File: src/rtl/gtw_pkg.sv
package gtw_pkg;

   typedef enum logic [2:0] {
      PH_IDLE    = 3'd0,
      PH_SELECT  = 3'd1,
      PH_DATA    = 3'd2,
      PH_CLK_HI  = 3'd3,
      PH_CLK_LO  = 3'd4,
      PH_RELEASE = 3'd5
   } gtw_phase_e;

   localparam logic [15:0] GTW_DEFAULT_GAIN = 16'hC4C4;

endpackage

File: src/rtl/gtw_sequencer.sv
module gtw_sequencer
   import gtw_pkg::*;
#(
   parameter int GAIN_W     = 16,
   parameter int SEL_REPEAT = 2,
   localparam int BIT_IDX_W = (GAIN_W > 1) ? $clog2(GAIN_W) : 1,
   localparam int SEL_W     = (SEL_REPEAT > 1) ? $clog2(SEL_REPEAT) : 1
)(
   input  logic                 clk,
   input  logic                 rst_n,
   input  logic                 start,
   input  logic                 step_done,
   output gtw_phase_e           phase_o,
   output logic [BIT_IDX_W-1:0] bit_idx_o,
   output logic                 finish_o
);

   localparam logic [SEL_W-1:0]     SEL_LAST = SEL_W'(SEL_REPEAT - 1);
   localparam logic [BIT_IDX_W-1:0] BIT_TOP  = BIT_IDX_W'(GAIN_W - 1);

   gtw_phase_e           phase_q;
   logic [SEL_W-1:0]     sel_cnt_q;
   logic [BIT_IDX_W-1:0] bit_cnt_q;
   logic                 finish_q;

   always_ff @(posedge clk or negedge rst_n) begin
      if (!rst_n) begin
         phase_q   <= PH_IDLE;
         sel_cnt_q <= '0;
         bit_cnt_q <= '0;
         finish_q  <= 1'b0;
      end else begin
         finish_q <= 1'b0;
         case (phase_q)
            PH_IDLE: begin
               if (start) begin
                  phase_q   <= PH_SELECT;
                  sel_cnt_q <= '0;
               end
            end
            PH_SELECT: begin
               if (step_done) begin
                  if (sel_cnt_q == SEL_LAST) begin
                     phase_q   <= PH_DATA;
                     bit_cnt_q <= BIT_TOP;
                  end else begin
                     sel_cnt_q <= sel_cnt_q + 1'b1;
                  end
               end
            end
            PH_DATA: begin
               if (step_done) phase_q <= PH_CLK_HI;
            end
            PH_CLK_HI: begin
               if (step_done) phase_q <= PH_CLK_LO;
            end
            PH_CLK_LO: begin
               if (step_done) begin
                  if (bit_cnt_q == '0) begin
                     phase_q <= PH_RELEASE;
                  end else begin
                     bit_cnt_q <= bit_cnt_q - 1'b1;
                     phase_q   <= PH_DATA;
                  end
               end
            end
            PH_RELEASE: begin
               if (step_done) begin
                  phase_q  <= PH_IDLE;
                  finish_q <= 1'b1;
               end
            end
            default: phase_q <= PH_IDLE;
         endcase
      end
   end

   assign phase_o   = phase_q;
   assign bit_idx_o = bit_cnt_q;
   assign finish_o  = finish_q;

   // the bit counter only moves down by one on a clock-low completion
   p_bit_descend_r4: assert property (@(posedge clk) disable iff (!rst_n)
      (phase_q == PH_CLK_LO && step_done && bit_cnt_q != '0) |=> (bit_cnt_q == $past(bit_cnt_q) - 1'b1))
      else $error("bit index did not step down");

endmodule

File: src/rtl/gtw_word_build.sv
module gtw_word_build
   import gtw_pkg::*;
#(
   parameter int CTRL_W        = 20,
   parameter int CS_BIT        = 6,
   parameter int SCLK_BIT      = 7,
   parameter int SDATA_BIT     = 8,
   parameter bit CS_ACTIVE_LOW = 1'b1
)(
   input  gtw_phase_e        phase,
   input  logic              data_bit,
   input  logic [CTRL_W-1:0] base,
   output logic [CTRL_W-1:0] word_o
);

   localparam logic [CTRL_W-1:0] CS_M   = CTRL_W'(1) << CS_BIT;
   localparam logic [CTRL_W-1:0] SCLK_M = CTRL_W'(1) << SCLK_BIT;
   localparam logic [CTRL_W-1:0] SDAT_M = CTRL_W'(1) << SDATA_BIT;

   logic [CTRL_W-1:0] sel_word;
   logic [CTRL_W-1:0] bit_word;

   generate
      if (CS_ACTIVE_LOW) begin : g_cs_low
         assign sel_word = base & ~CS_M;
         assign bit_word = (base & ~(CS_M | SCLK_M | SDAT_M))
                           | (data_bit ? SDAT_M : '0);
      end else begin : g_cs_high
         assign sel_word = base | CS_M;
         assign bit_word = ((base & ~(SCLK_M | SDAT_M)) | CS_M)
                           | (data_bit ? SDAT_M : '0);
      end
   endgenerate

   always_comb begin
      case (phase)
         PH_SELECT:  word_o = sel_word;
         PH_DATA:    word_o = bit_word;
         PH_CLK_HI:  word_o = bit_word | SCLK_M;
         PH_CLK_LO:  word_o = bit_word;
         PH_RELEASE: word_o = base;
         default:    word_o = base;
      endcase
   end

endmodule

File: src/rtl/gtw_xfer_port.sv
module gtw_xfer_port #(
   parameter int CTRL_W = 20
)(
   input  logic              clk,
   input  logic              rst_n,
   input  logic              active,
   input  logic [CTRL_W-1:0] word_in,
   input  logic              ack,
   output logic              req_o,
   output logic [CTRL_W-1:0] word_o,
   output logic              step_done_o
);

   logic              req_q;
   logic [CTRL_W-1:0] word_q;

   always_ff @(posedge clk or negedge rst_n) begin
      if (!rst_n) begin
         req_q  <= 1'b0;
         word_q <= '0;
      end else if (req_q && ack) begin
         req_q <= 1'b0;
      end else if (active && !req_q) begin
         req_q  <= 1'b1;
         word_q <= word_in;
      end
   end

   assign req_o       = req_q;
   assign word_o      = word_q;
   assign step_done_o = req_q && ack;

   // an outstanding request holds its word until acknowledged
   p_req_hold_r7: assert property (@(posedge clk) disable iff (!rst_n)
      (req_q && !ack) |=> (req_q && $stable(word_q)))
      else $error("request or word changed before acknowledge");

   // request drops right after an acknowledge
   p_req_drop_r7: assert property (@(posedge clk) disable iff (!rst_n)
      (req_q && ack) |=> !req_q)
      else $error("request still high after acknowledge");

endmodule

File: src/rtl/gain_trim_writer.sv
module gain_trim_writer
   import gtw_pkg::*;
#(
   parameter int CTRL_W        = 20,
   parameter int GAIN_W        = 16,
   parameter int CS_BIT        = 6,
   parameter int SCLK_BIT      = 7,
   parameter int SDATA_BIT     = 8,
   parameter int SEL_REPEAT    = 2,
   parameter bit CS_ACTIVE_LOW = 1'b1
)(
   input  logic              clk,
   input  logic              rst_n,
   input  logic              start_i,
   input  logic [GAIN_W-1:0] gain_i,
   input  logic [CTRL_W-1:0] base_i,
   input  logic              xfer_ack_i,
   output logic              xfer_req_o,
   output logic [CTRL_W-1:0] xfer_word_o,
   output logic              busy_o,
   output logic              done_o
);

   localparam int BIT_IDX_W = (GAIN_W > 1) ? $clog2(GAIN_W) : 1;
   localparam logic [CTRL_W-1:0] CTL_M = (CTRL_W'(1) << CS_BIT)
                                       | (CTRL_W'(1) << SCLK_BIT)
                                       | (CTRL_W'(1) << SDATA_BIT);
   localparam logic CS_ON = CS_ACTIVE_LOW ? 1'b0 : 1'b1;

   generate
      if (CS_BIT >= CTRL_W || SCLK_BIT >= CTRL_W || SDATA_BIT >= CTRL_W) begin : g_bad_pos
         $error("control bit position outside the control word");
      end
      if (CS_BIT == SCLK_BIT || CS_BIT == SDATA_BIT || SCLK_BIT == SDATA_BIT) begin : g_bad_overlap
         $error("control bit positions must be distinct");
      end
      if (GAIN_W < 1 || SEL_REPEAT < 1) begin : g_bad_count
         $error("gain width and select repeat must be at least one");
      end
   endgenerate

   gtw_phase_e           phase;
   logic [BIT_IDX_W-1:0] bit_idx;
   logic                 step_done;
   logic                 finish;
   logic                 accept;
   logic [GAIN_W-1:0]    gain_q;
   logic [CTRL_W-1:0]    base_q;
   logic [CTRL_W-1:0]    next_word;

   assign accept = start_i && (phase == PH_IDLE);

   always_ff @(posedge clk or negedge rst_n) begin
      if (!rst_n) begin
         gain_q <= '0;
         base_q <= '0;
      end else if (accept) begin
         gain_q <= gain_i;
         base_q <= base_i;
      end
   end

   gtw_sequencer #(
      .GAIN_W     (GAIN_W),
      .SEL_REPEAT (SEL_REPEAT)
   ) u_seq (
      .clk       (clk),
      .rst_n     (rst_n),
      .start     (accept),
      .step_done (step_done),
      .phase_o   (phase),
      .bit_idx_o (bit_idx),
      .finish_o  (finish)
   );

   gtw_word_build #(
      .CTRL_W        (CTRL_W),
      .CS_BIT        (CS_BIT),
      .SCLK_BIT      (SCLK_BIT),
      .SDATA_BIT     (SDATA_BIT),
      .CS_ACTIVE_LOW (CS_ACTIVE_LOW)
   ) u_build (
      .phase    (phase),
      .data_bit (gain_q[bit_idx]),
      .base     (base_q),
      .word_o   (next_word)
   );

   gtw_xfer_port #(
      .CTRL_W (CTRL_W)
   ) u_port (
      .clk         (clk),
      .rst_n       (rst_n),
      .active      (phase != PH_IDLE),
      .word_in     (next_word),
      .ack         (xfer_ack_i),
      .req_o       (xfer_req_o),
      .word_o      (xfer_word_o),
      .step_done_o (step_done)
   );

   assign busy_o = (phase != PH_IDLE);
   assign done_o = finish;

   // select held active in every word before the release word
   p_cs_active_r3: assert property (@(posedge clk) disable iff (!rst_n)
      (xfer_req_o && phase != PH_RELEASE && phase != PH_IDLE) |-> (xfer_word_o[CS_BIT] == CS_ON))
      else $error("select not active during programming");

   // serial clock high only in the clock-high word of a bit
   p_sclk_shape_r4: assert property (@(posedge clk) disable iff (!rst_n)
      (xfer_req_o && (phase == PH_DATA || phase == PH_CLK_LO)) |-> !xfer_word_o[SCLK_BIT])
      else $error("serial clock high outside its slot");

   // untouched bits follow the captured base word
   p_passthru_r6: assert property (@(posedge clk) disable iff (!rst_n)
      xfer_req_o |-> ((xfer_word_o & ~CTL_M) == (base_q & ~CTL_M)))
      else $error("pass-through bits altered");

   // done pulse coincides with no request outstanding and lasts one cycle
   p_done_quiet_r8: assert property (@(posedge clk) disable iff (!rst_n)
      done_o |-> (!xfer_req_o && !busy_o))
      else $error("done with activity");
   p_done_single_r8: assert property (@(posedge clk) disable iff (!rst_n)
      done_o |=> !done_o)
      else $error("done longer than one cycle");

   // no request exists before the run has started
   p_no_early_req_r10: assert property (@(posedge clk) disable iff (!rst_n)
      $rose(busy_o) |-> !xfer_req_o)
      else $error("request raised before run start");

endmodule

File: config.mk
export PLATFORM = sky130hd
export DESIGN_NAME = gain_trim_writer
export DESIGN_NICKNAME = d
export VERILOG_FILES = /design/src/rtl/gtw_pkg.sv /design/src/rtl/gtw_sequencer.sv /design/src/rtl/gtw_word_build.sv /design/src/rtl/gtw_xfer_port.sv /design/src/rtl/gain_trim_writer.sv
export SDC_FILE = /design/constraint.sdc
export NUM_CORES = 1
export LEC_CHECK = 0
export BUFFER_PORTS_ARGS = -buffer_cell sky130_fd_sc_hd__clkbuf_2
export CORE_MARGIN = 3
export CORE_UTILIZATION = 54
export DETAILED_ROUTE_END_ITERATION = 10
export GPL_ROUTABILITY_DRIVEN = 1
export PLACE_DENSITY = 0.79
export SYNTH_ARGS = -nofsm -noshare
export SYNTH_HDL_FRONTEND = slang
export SYNTH_SLANG_ARGS = --single-unit
File: constraint.sdc
create_clock -name clk -period 2.6 [get_ports clk]
set_input_delay 0.52 -clock clk [delete_from_list [all_inputs] [get_ports clk]]
set_output_delay 0.52 -clock clk [all_outputs]
set_load 0.005 [all_outputs]
; ---- Word level (Yosys, flattened, before mapping)
; Cells that the tools add are included.
; W data, S select, Z words.
[op_classes]
addsub = 2
order_cmp = 1
eq_ne = 13
mux = 26
bitwise = 2
reduce_logical = 15
[ops]
columns = op, count
row1 = $pmux W20 S3, 1
row2 = $mux W3, 8
row3 = $or A20 B20 Y20, 1
row4 = $pmux W3 S6, 1
row5 = $mux W4, 4
row6 = $ne A2 B2 Y1 const B, 8
row7 = $mux W9, 1
row8 = $mux W1, 8
row9 = $pmux W4 S2, 1
row10 = $reduce_and A7 Y1, 1
row11 = $eq A3 B2 Y1 const B, 2
row12 = $eq A3 B3 Y1 const B, 2
row13 = $reduce_bool A2 Y1, 3
row14 = $lt A4 B5 Y1 const B, 1
row15 = $reduce_and A5 Y1, 1
row16 = $bmux W1 S4, 1
row17 = $logic_not A4 Y1, 1
row18 = $sub A4 B1 Y4 const B, 1
row19 = $eq A3 B1 Y1 const B, 1
row20 = $logic_and A1 B1 Y1, 3
row21 = $logic_not A3 Y1, 1
row22 = $reduce_and A3 Y1, 1
row23 = $reduce_bool A3 Y1, 1
row24 = $pmux W1 S2, 1
row25 = other kinds (5), 5
[totals]
ff_bits = 66
input_bits = 40
output_inout_bits = 23
elab_cells = 67

; ---- Logic depth before layout (Yosys ltp)
; Gate-level depths: netlist of the first run.
[logic_depth]
ltp_word = 5
mapped_depth = 7
ltp_nobuf = 6

; ---- By module
; From an unflattened synthesis of the first run, not the netlist that was laid out.
[hier_totals]
hier_cells = 215
area_unflattened_um2 = 3239.4
[by_module_without_submodules]
columns = mod, n_inst, cells_each, area_per_inst_um2, seq_area_each_um2
row1 = gain_trim_writer, 1, 85, 1630.3, 900.9
row2 = gtw_xfer_port, 1, 47, 875.8, 525.5
row3 = gtw_sequencer, 1, 56, 538.0, 225.2
row4 = gtw_word_build, 1, 27, 195.2, 0.0

; ---- Least setup slack after synthesis of the first run
; No wires, ideal clock.
[synth_timing]
kind = flip-flop to flip-flop
startpoint = reg u_seq.bit_cnt_q[1], in the netlist u_seq.bit_idx_o[1]
endpoint = reg u_seq.bit_cnt_q[3], in the netlist u_seq.bit_idx_o[3]
setup_ns = 0.131
t_arrival_ns = 1.721
required_time_ns = 2.469
setup_slack_ns = 0.748
path_stages_with_launch = 8
path_buffers = 1
synth_period_minus_slack_ns = 1.852
cell_sequence = dfrtp_1 > buf_2 > inv_1 > ha_1 > or3b_4 > a31oi_4 > nor3_1 > or3b_1
[synth_via]
elab_chain_cells = 4
elab_cells_between_ends = 7
classes_between = add/sub: 1 / eq/ne: 1 / mux: 3 / reduce/logical: 2
[synth_rtl]
columns = element, line_no
row1 = start: declaration, gtw_sequencer.sv:23  ; logic [BIT_IDX_W-1:0] bit_cnt_q;
row2 = start signal: assignment, gtw_sequencer.sv:62  ; bit_cnt_q <= bit_cnt_q - 1'b1;
row3 = $sub A4 B1 Y4, gtw_sequencer.sv:62
row4 = $mux W4, gtw_sequencer.sv:59  ; if (bit_cnt_q == '0) begin
row5 = $mux W4, gtw_sequencer.sv:58  ; if (step_done) begin
row6 = $pmux W4 S2, gtw_sequencer.sv:34  ; case (phase_q)
; Parallel ways exist; a longest one is shown, timed or not. The select of a mux whose other input is x is not followed.
; A chain may end at the register's enable or synchronous reset.

; ---- Worst setup path in the final report of the first run
[layout_timing]
startpoint = reg u_seq.phase_q[0], in the netlist u_seq.phase_o[0]
endpoint = reg gain_q[15]
[layout_via]
elab_chain_cells = 2
[layout_rtl]
columns = element, line_no
row1 = start: declaration, gtw_sequencer.sv:21  ; gtw_phase_e phase_q;
row2 = start signal: assignment, gtw_sequencer.sv:28  ; phase_q <= PH_IDLE;
row3 = start signal: assignment, gtw_sequencer.sv:37  ; phase_q <= PH_SELECT;
row4 = start signal: assignment, gtw_sequencer.sv:44  ; phase_q <= PH_DATA;
row5 = $logic_not A3 Y1, gain_trim_writer.sv:51  ; assign accept = start_i && (phase == PH_IDLE);
row6 = $logic_and A1 B1 Y1, gain_trim_writer.sv:51
row7 = end signal: assignment, gain_trim_writer.sv:58  ; gain_q <= gain_i;
row8 = end: declaration, gain_trim_writer.sv:47  ; logic [GAIN_W-1:0] gain_q;
; No other way between the ends.

==> qor.csv, run 1 <==
metric;value;unit
rows;26;
slowest_stage;and2_2;
gr-usage-all-layers;17.7;%
tns;0;ns
vias;1916;
power_switching;1.37;mW
reg2reg_to;gain_q[15]$_DFFE_PN0P_;
drive_gt1_share;50.3;%
antenna_found_initial;0;
ctsHoldBuffers;0;
h-tree-depth;3;
clk_latency;0.34;ns
wl_per_cell;14.6;um
cts_resized;0;
leakage;1.62;nW
drcViolationCount;0;
place_ws;0.423;ns
seqPwrFrac;43.7;%
yosysWarnings;0;
synth_seq_cells;66;
grt_max_degree;67;
drt_iter0_markers;93;
r2r_start;u_seq.phase_o[0]$_DFFE_PN0P_;
swShare;32.0;%
post_cts_buffers;0;
diodes;0;
r2r_cells;3;
cts_tree;yes;
end_kind;flop;
combPwrFrac;36.3;%
clk_path_buf_depth;2;
die_w;79.5;um
worstSetupPathType;flop to flop;
ff2ff_setup_slack;0.44;ns
min_period;2.16;ns
first_pass_iters;4;
area_growth;19.5;%
arrival;2.38;ns
synth_cell_types;39;
clock_sinks;66;
crit_fanout;37;
finalSetupViolations;0;
syn_nets;261;
status;completed;
ys_seq_area_share;56.6;%
root_buffer;clkbuf_8;
path_clk_slew;0.07;ns
internal_power;2.91;mW
grt_pass1_vias;1877;
synthFlopType;dfrtp_1;
fin_nets;327;
final-hold-violation-count;0;
synth_cells;219;
max-cap-violations;0;
final_antenna_net_count;0;
grt_pass1_wl;8510;um
numCtsBuffers;9;
cpPeakStageDelay;0.77;ns
vdd_ir_drop_max;0.787;mV
start_util;56.5;%
grt_remaining_overflow;0;
dpl.hpwl;3680;um
crit_family;simple AND/OR/NAND/NOR gates;
route.final.wire_length;5260;um
tightestPinTransition;0.863;ns
utilization;67.5;%
fillers;405;
place_congestion;0.789;
post-route-period-util;83.1;%
final_cell_area;3490;um^2
rsz0062_at_grt;false;
via_per_inst;5.32;
die_h;79.5;um
required;2.82;ns
critical_path.n_buffers_inverters;0;
core;5170;um^2
max-slew-margin-rel;42.4;%
powerDensity;1230;nW/um^2
critPathLaunchType;flop;
critical_path.cell_chain;nor3_2 > and2_2 > mux2_2;
clkPwrFrac;20.0;%
die-area;6330;um^2
timing.final.ws_setup;0.439;ns
io_pins;63;
io_buffers;62;
fmax;463;MHz
placed_area;3290;um^2
min_path_type;input pin to asynchronous set/reset pin;
synth.top_cell.area_share;56.6;%
slew_viol_final;0;
async_flop_share;100;%
synth_edf_count;0;
netlist_area;2920;um^2
skew;0.00871;ns
synth_area_leaders;dfrtp_1, mux2_2, mux4_1;
syn_area_per_cell;13.3;um^2
yosys.area.top_type;dfrtp_1;
state kept, by name, indices dropped and copies added (netlist names):
signal / flops
u_port.req_o: 1
u_port.word_o: 20
u_seq.phase_o: 3
gain_q: 16
u_seq.bit_idx_o: 4
u_seq.sel_cnt_q: 1
u_seq.finish_o: 1
base_q: 20
worst reg2reg max path, cell delays in order, from the launching register on:
cell	delay, ns
dfrtp_1	0.52
nor3_2	0.33
and2_2	0.77
mux2_2	0.44
power groups by stage:
stage | combinational, mW | sequential [mW] | clock [mW]
after floorplan | 1.20 | 1.79 | 0
after global placement | 1.50 | 1.86 | 0
after detailed placement | 1.56 | 1.89 | 0
after CTS | 1.58 | 1.88 | 0.876
after global routing | 1.71 | 1.94 | 0.929
final | 1.55 | 1.87 | 0.856
logic make-up (layout without fill, tap and decap cells):
| logic type | Yosys count | after routing | synth area share (%) |
|---|---|---|---|
| flops | 66 | 66 | 56.6 |
| buf+inv | 20 | 91 | 3.77 |
| mux | 61 | 61 | 24.4 |
| fa+ha+maj | 2 | 2 | 0.857 |
| simple gates | 45 | 45 | 8.66 |
| compound gates | 25 | 25 | 5.78 |
per-layer routing:
layer | part of all wire (%) | wire length [um] | GRT usage (%) | vias to the layer above
li1 | - | - | - | 911
met1 | 44 | 2300 | 22.6 | 945
met2 | 50 | 2610 | 28.4 | 54
met3 | 5.0 | 262 | 5.42 | 6
met4 | 1.5 | 77 | 6.36 | 0
met5 | 0 | 0 | 0 | -
cells in the mapped netlist (3+ instances only):
library cell,count
a21oi_1,6
buf_4,3
buf_2,6
nand2_1,10
inv_1,8
nor3_1,4
nor2_1,7
mux2_2,55
or3b_1,3
o21ai_0,9
nor2b_1,3
dfrtp_1,66
mux2i_1,4
nand3_1,4
metrics by stage:
| step | instances | power [mW] | hold slack (ns) |
|---|---|---|---|
| 2_1_floorplan | 219 | 2.99 | 0.224 |
| 3_3_place_gp | 344 | 3.36 | 0.484 |
| 3_5_place_dp | 344 | 3.46 | 0.489 |
| 4_1_cts | 360 | 4.33 | 0.208 |
| 5_1_grt | 360 | 4.58 | 0.215 |
| 6_report | 360 | 4.28 | 0.192 |
placed cells by master, fill, tap and decap left out, drive strengths merged, types with 2 or more instances in the layout:
cell       n
mux2      55
and2       2
mux2i      4
a21oi      6
clkinvlp   2
a31oi      2
nand2     10
nor4       2
nor2       8
or3b       4
nor3       5
mux4       2
ha         2
a22oi      2
dfrtp     66
buf        6
nand3      4
inv        9
nand4      2
nor2b      3
clkbuf    71
clkinv     2
o21ai      9
worst max-delay path by stage:
stage | end | from | cells after the start | slack [ns]
3_3_place_gp | gain_q[5]$_DFFE_PN0P_ | u_seq.phase_o[0]$_DFFE_PN0P_ | 3 | 0.47
5_1_grt | gain_q[6]$_DFFE_PN0P_ | u_seq.phase_o[0]$_DFFE_PN0P_ | 3 | 0.28
6_report | gain_q[15]$_DFFE_PN0P_ | u_seq.phase_o[0]$_DFFE_PN0P_ | 3 | 0.44
4_1_cts | gain_q[13]$_DFFE_PN0P_ | u_seq.phase_o[0]$_DFFE_PN0P_ | 3 | 0.42
3_5_place_dp | base_q[19]$_DFFE_PN0P_ | u_seq.phase_o[0]$_DFFE_PN0P_ | 3 | 0.42
2_1_floorplan | u_seq.bit_idx_o[3]$_DFFE_PN0P_ | u_seq.bit_idx_o[1]$_DFFE_PN0P_ | 7 | 0.75
area by class of cell:
type / instances / area [um^2] / share of cell area, %
Clock inverter: 6 / 63.8 / 1.83
Inverter: 8 / 30.0 / 0.860
Clock buffer: 10 / 138 / 3.94
Sequential cell: 66 / 1650 / 47.3
Tap cell: 70 / 87.6 / 2.51
Timing Repair Buffer: 67 / 360 / 10.3
Multi-Input combinational cell: 133 / 1160 / 33.2
No activity file was read; power rests on OpenSTA's default activity.
==> run 2, diff against run 1 <==
Settings changed: CORE_UTILIZATION 54 to 49, PLACE_DENSITY 0.79 to 0.76.
Clock period 2.6 ns to 1.9 ns, I/O delays scaled along.
==> run 2 against run 1 <==
Against the previous run: cell count up 1.7%; sequential power increased by 34%; combinational power up 45%.
==> qor.csv, run 2 (synthesis results as in run 1) <==
metric;value;unit;change
final_cell_area;3560;um^2;+1.9%
final_cell_mix;dfrtp_1, clkbuf_2, mux2_2;;
wl_per_cell;14.6;um;-0.31%
arrival;2.02;ns;-0.36 ns
min_period;1.81;ns;-0.351 ns
drive_gt1_share;51.0;%;+0.68 points
fmax;552;MHz;+19%
r2r_start;u_seq.bit_idx_o[0]$_DFFE_PN0P_;;
core;5640;um^2;+9.1%
clk_path_buf_depth;2;;unchanged
highest_layer;met4;;
r2r_cells;6;;+3
grt_max_degree;67;;unchanged
powerDensity;1700;nW/um^2;+38%
crit_family;simple AND/OR/NAND/NOR gates;;
post-route-period-util;95.3;%;+12 points
antenna_found_initial;0;;unchanged
start_util;51.8;%;-4.7 points
critical_path.cell_chain;inv_2 > ha_1 > or3b_4 > a31oi_4 > nor3_1 > or3b_1;;
ff2ff_setup_slack;0.09;ns;-0.35 ns
cts_tree;yes;;
io_buffers;62;;unchanged
slowest_stage;or3b_4;;
final_common_cell;dfrtp_1;;
wl_met2;2580;um;-1.3%
root_buffer;clkbuf_8;;
route.final.wire_length;5330;um;+1.4%
placed_area;3330;um^2;+1.1%
max-slew-margin-rel;66.3;%;+24 points
diodes;0;;unchanged
fin_nets;331;;+1.2%
worstSetupPathType;flop to flop;;
place_ws;0.0429;ns;-0.380 ns
gr-usage-all-layers;17.1;%;-0.57 points
final-hold-violation-count;0;;unchanged
leakage;1.64;nW;+1.7%
end_kind;flop;;
rsz0062_at_grt;false;;
grt_pass1_vias;2031;;+8.2%
timing.final.ws_setup;0.0894;ns;-0.349 ns
drt_iter0_markers;183;;+97%
crit_fanout;5;;-86%
die-area;6920;um^2;+9.4%
area_growth;21.8;%;
required;2.11;ns;-0.71 ns
wl_met1;2350;um;+1.9%
utilization;63.1;%;-4.4 points
clock_sinks;66;;unchanged
fillers;432;;+6.7%
first_pass_iters;4;;unchanged
dpl.hpwl;3750;um;+2.0%
numCtsBuffers;9;;unchanged
max-cap-violations;0;;unchanged
critPathLaunchType;flop;;
h-tree-depth;3;;unchanged
reg2reg_to;u_seq.bit_idx_o[3]$_DFFE_PN0P_;;
io_pins;63;;unchanged
tightestPinTransition;0.505;ns;-0.359 ns
vias;1913;;-0.16%
final_antenna_net_count;0;;unchanged
die_h;83.2;um;+4.6%
grt_pass1_wl;9460;um;+11%
grt_remaining_overflow;0;;unchanged
critical_path.n_buffers_inverters;1;;+1
slew_viol_final;0;;unchanged
ctsHoldBuffers;0;;unchanged
min_path_type;input pin to asynchronous set/reset pin;;
skew;0.0101;ns;+0.00137 ns
drcViolationCount;0;;unchanged
tns;0;ns;unchanged
place_congestion;0.849;;+7.7%
via_per_inst;5.23;;-1.8%
wl_met3;316;um;+21%
clk_latency;0.34;ns;about the same
rows;27;;+3.8%
cpPeakStageDelay;0.41;ns;-0.36 ns
vdd_ir_drop_max;0.907;mV;+15%
finalSetupViolations;0;;unchanged
status;completed;;
path_clk_slew;0.07;ns;about the same
die_w;83.2;um;+4.6%
-- run 2: worst register-to-register path, cell delays in order, from the launching register on --
cell and delay [ns]:
dfrtp_1 0.39, inv_2 0.08, ha_1 0.13, or3b_4 0.41
a31oi_4 0.23, nor3_1 0.08, or3b_1 0.36
-- run 2: power by group --
group          switching (mW)  internal, mW  total [mW]
registers               0.395          2.11        2.50
logic                   0.954          1.29        2.25
clock network           0.539         0.744        1.28
total                    1.89          4.14        6.03
-- run 2: per-stage QoR --
stage	std cells	hold slack [ns]	power, mW
final	366	0.0443	6.03
after global routing	366	0.0629	6.50
after CTS	365	0.0614	6.09
after detailed placement	349	0.428	4.80
after global placement	349	0.428	4.67
after floorplan	219	0.0844	4.09
-- run 2: repair_timing --
item / in CTS / in global routing
setup endpoints to repair: 0 / 19
gates resized for setup: 0 / 2
buffers inserted: 0 / 1
-- run 2: how the worst max path moves through the flow --
stage / cells past startpoint / slack (ns) / endpoint / startpoint
after floorplan: 7 / 0.05 / u_seq.bit_idx_o[3]$_DFFE_PN0P_ / u_seq.bit_idx_o[1]$_DFFE_PN0P_
after global placement: 6 / 0.12 / u_seq.bit_idx_o[3]$_DFFE_PN0P_ / u_seq.bit_idx_o[0]$_DFFE_PN0P_
after detailed placement: 6 / 0.04 / u_seq.bit_idx_o[3]$_DFFE_PN0P_ / u_seq.bit_idx_o[0]$_DFFE_PN0P_
after CTS: 6 / 0.02 / u_seq.bit_idx_o[3]$_DFFE_PN0P_ / u_seq.bit_idx_o[0]$_DFFE_PN0P_
after global routing: 6 / 0.04 / u_seq.bit_idx_o[3]$_DFFE_PN0P_ / u_seq.bit_idx_o[1]$_DFFE_PN0P_
final: 6 / 0.09 / u_seq.bit_idx_o[3]$_DFFE_PN0P_ / u_seq.bit_idx_o[0]$_DFFE_PN0P_
-- run 2: area by class of cell --
class	count	area (um^2)	area share, %
Clock inverter	6	90.1	2.53
Inverter	8	30.0	0.844
Timing Repair Buffer	71	403	11.3
Tap cell	72	90.1	2.53
Multi-Input combinational cell	133	1160	32.7
Clock buffer	10	128	3.59
Sequential cell	66	1650	46.4
-- run 2: routing by layer --
metal / global-route usage, % / up-vias
met5: 0 / -
met4: 8.92 / 0
met3: 4.37 / 8
met2: 27.3 / 55
met1: 21.4 / 920
li1: - / 930
==> run 3, diff against run 2 <==
Settings changed: CORE_ASPECT_RATIO from default to 0.9, REMOVE_ABC_BUFFERS from default to 1.
==> run 3 against run 2 <==
Against the previous run: critical path depth unchanged; sequential power about the same; non-clock buffer count up 1; fmax down 0.97%; critical path type unchanged.
==> qor.csv, run 3 (synthesis results as in run 1) <==
metric;value;unit;change
status;completed;;
vdd_ir_drop_max;1.08;mV;+19%
skew;0.00907;ns;-0.00101 ns
swShare;30.2;%;-1.1 points
critical_path.cell_chain;inv_2 > ha_1 > or3b_4 > a31oi_4 > nor4_1 > or3b_1;;
powerDensity;1740;nW/um^2;+2.5%
critPathLaunchType;flop;;
route.final.wire_length;5480;um;+2.9%
dpl.hpwl;3960;um;+5.5%
combPwrFrac;35.6;%;-1.6 points
tns;0;ns;unchanged
diodes;0;;unchanged
final_antenna_net_count;0;;unchanged
tightestPinTransition;0.517;ns;+0.0128 ns
drive_gt1_share;51.5;%;+0.51 points
cpPeakStageDelay;0.42;ns;about the same
utilization;63.3;%;+0.21 points
ctsHoldBuffers;0;;unchanged
whs;0.00882;ns;-0.0355 ns
vias;1985;;+3.8%
io_pins;63;;unchanged
final_cell_area;3620;um^2;+1.8%
grt_pass1_wl;9410;um;-0.51%
h-tree-depth;3;;unchanged
grt_pass1_vias;2057;;+1.3%
rows;26;;-3.7%
clock_sinks;66;;unchanged
leakage;1.68;nW;+2.0%
wl_per_cell;15.0;um;+3.2%
drcViolationCount;0;;unchanged
antenna_found_initial;0;;unchanged
start_util;51.0;%;-0.76 points
slowest_stage;dfrtp_1;;
gr-usage-all-layers;17.8;%;+0.73 points
final_cell_mix;dfrtp_1, clkbuf_2, mux2_2;;
total_power;6.30;mW;+4.4%
via_per_inst;5.44;;+4.0%
first_pass_iters;4;;unchanged
die_h;79.2;um;-4.8%
path_clk_slew;0.08;ns;about the same
numCtsBuffers;9;;unchanged
arrival;2.04;ns;+0.02 ns
internal_power;4.39;mW;+6.0%
grt_max_degree;29;;-57%
seqPwrFrac;39.8;%;-1.7 points
rsz0062_at_grt;true;;
crit_fanout;5;;unchanged
fin_nets;332;;+0.30%
cts_tree;yes;;
clk_path_buf_depth;2;;unchanged
drt_iter0_markers;73;;-60%
io_buffers;62;;unchanged
post-route-period-util;96.2;%;+0.93 points
max-slew-margin-rel;65.4;%;-0.86 points
clk_latency;0.34;ns;about the same
core;5730;um^2;+1.5%
placed_area;3340;um^2;+0.53%
max-cap-violations;0;;unchanged
power_switching;1.90;mW;+0.75%
area_growth;24.0;%;
worstSetupPathType;flop to flop;;
final_common_cell;dfrtp_1;;
slew_viol_final;0;;unchanged
die-area;6920;um^2;about the same
final_cells;365;;-0.27%
place_congestion;0.861;;+1.4%
required;2.11;ns;about the same
final-hold-violation-count;0;;unchanged
fmax;547;MHz;-0.97%
min_path_type;input pin to asynchronous set/reset pin;;
timing.final.ws_setup;0.0717;ns;-0.0177 ns
finalSetupViolations;0;;unchanged
end_kind;flop;;
clkPwrFrac;24.6;%;+3.3 points
place_ws;0.0353;ns;-0.00761 ns
min_period;1.83;ns;+0.0177 ns
dp_cells;348;;-0.29%
die_w;87.4;um;+5.0%
grt_remaining_overflow;0;;unchanged
root_buffer;clkbuf_8;;
[run 3: changes by cell type in the layout (fill, tap and decap cells not counted), sizes merged]
cell    delta
bufinv     +2
clkbuf     -2
inv        -1
buf        +2
[run 3: metal layers]
layer | vias up | global-route usage (%) | routed length, um
li1 | 923 | - | -
met1 | 989 | 23.0 | 2400
met2 | 63 | 27.5 | 2650
met3 | 10 | 7.37 | 364
met4 | 0 | 5.37 | 65
met5 | - | 0 | 0
[run 3: power by group through the flow]
stage	logic, mW	clock network, mW	registers [mW]
floorplan	1.45	0	2.54
global placement	2.17	0	2.51
detailed placement	2.26	0	2.54
CTS	2.27	1.58	2.52
global route	2.50	1.64	2.62
finish	2.24	1.55	2.50
[run 3: critical path, delay by kind of cell, from the launching register on]
kind	cells	cell delay [ns]
simple gates	3	0.83
flops	1	0.42
compound gates	1	0.22
fa+ha+maj	1	0.14
buf+inv	1	0.09
[run 3: area by class of cell]
type	count	area [um^2]
clock inverters	7	141
repair buffers	72	423
flip-flops and latches	66	1650
multi-input cells	133	1160
well taps	70	87.6
clock buffers	9	124
inverters	8	30.0
fillers	480	2100
[run 3: final timing paths]
check	end	cells past startpoint	startpoint	slack, ns
worst max-delay path	u_seq.bit_idx_o[2]$_DFFE_PN0P_	6	u_seq.bit_idx_o[0]$_DFFE_PN0P_	0.07
worst min-delay path	gain_q[6]$_DFFE_PN0P_	1	rst_n	0.009
worst max register to register	u_seq.bit_idx_o[2]$_DFFE_PN0P_	6	u_seq.bit_idx_o[0]$_DFFE_PN0P_	0.07
worst min register to register	u_port.word_o[18]$_DFFE_PN0P_	1	base_q[18]$_DFFE_PN0P_	0.50
max in group asynchronous	base_q[12]$_DFFE_PN0P_	2	rst_n	1.37
min in group clk	base_q[4]$_DFFE_PN0P_	2	base_i[4]	0.26
[run 3: repair_timing]
| action | 4_1_cts | 5_1_grt |
|---|---|---|
| resized for setup | 0 | 2 |
| setup endpoints to repair | 0 | 17 |
| setup buffers | 0 | 1 |
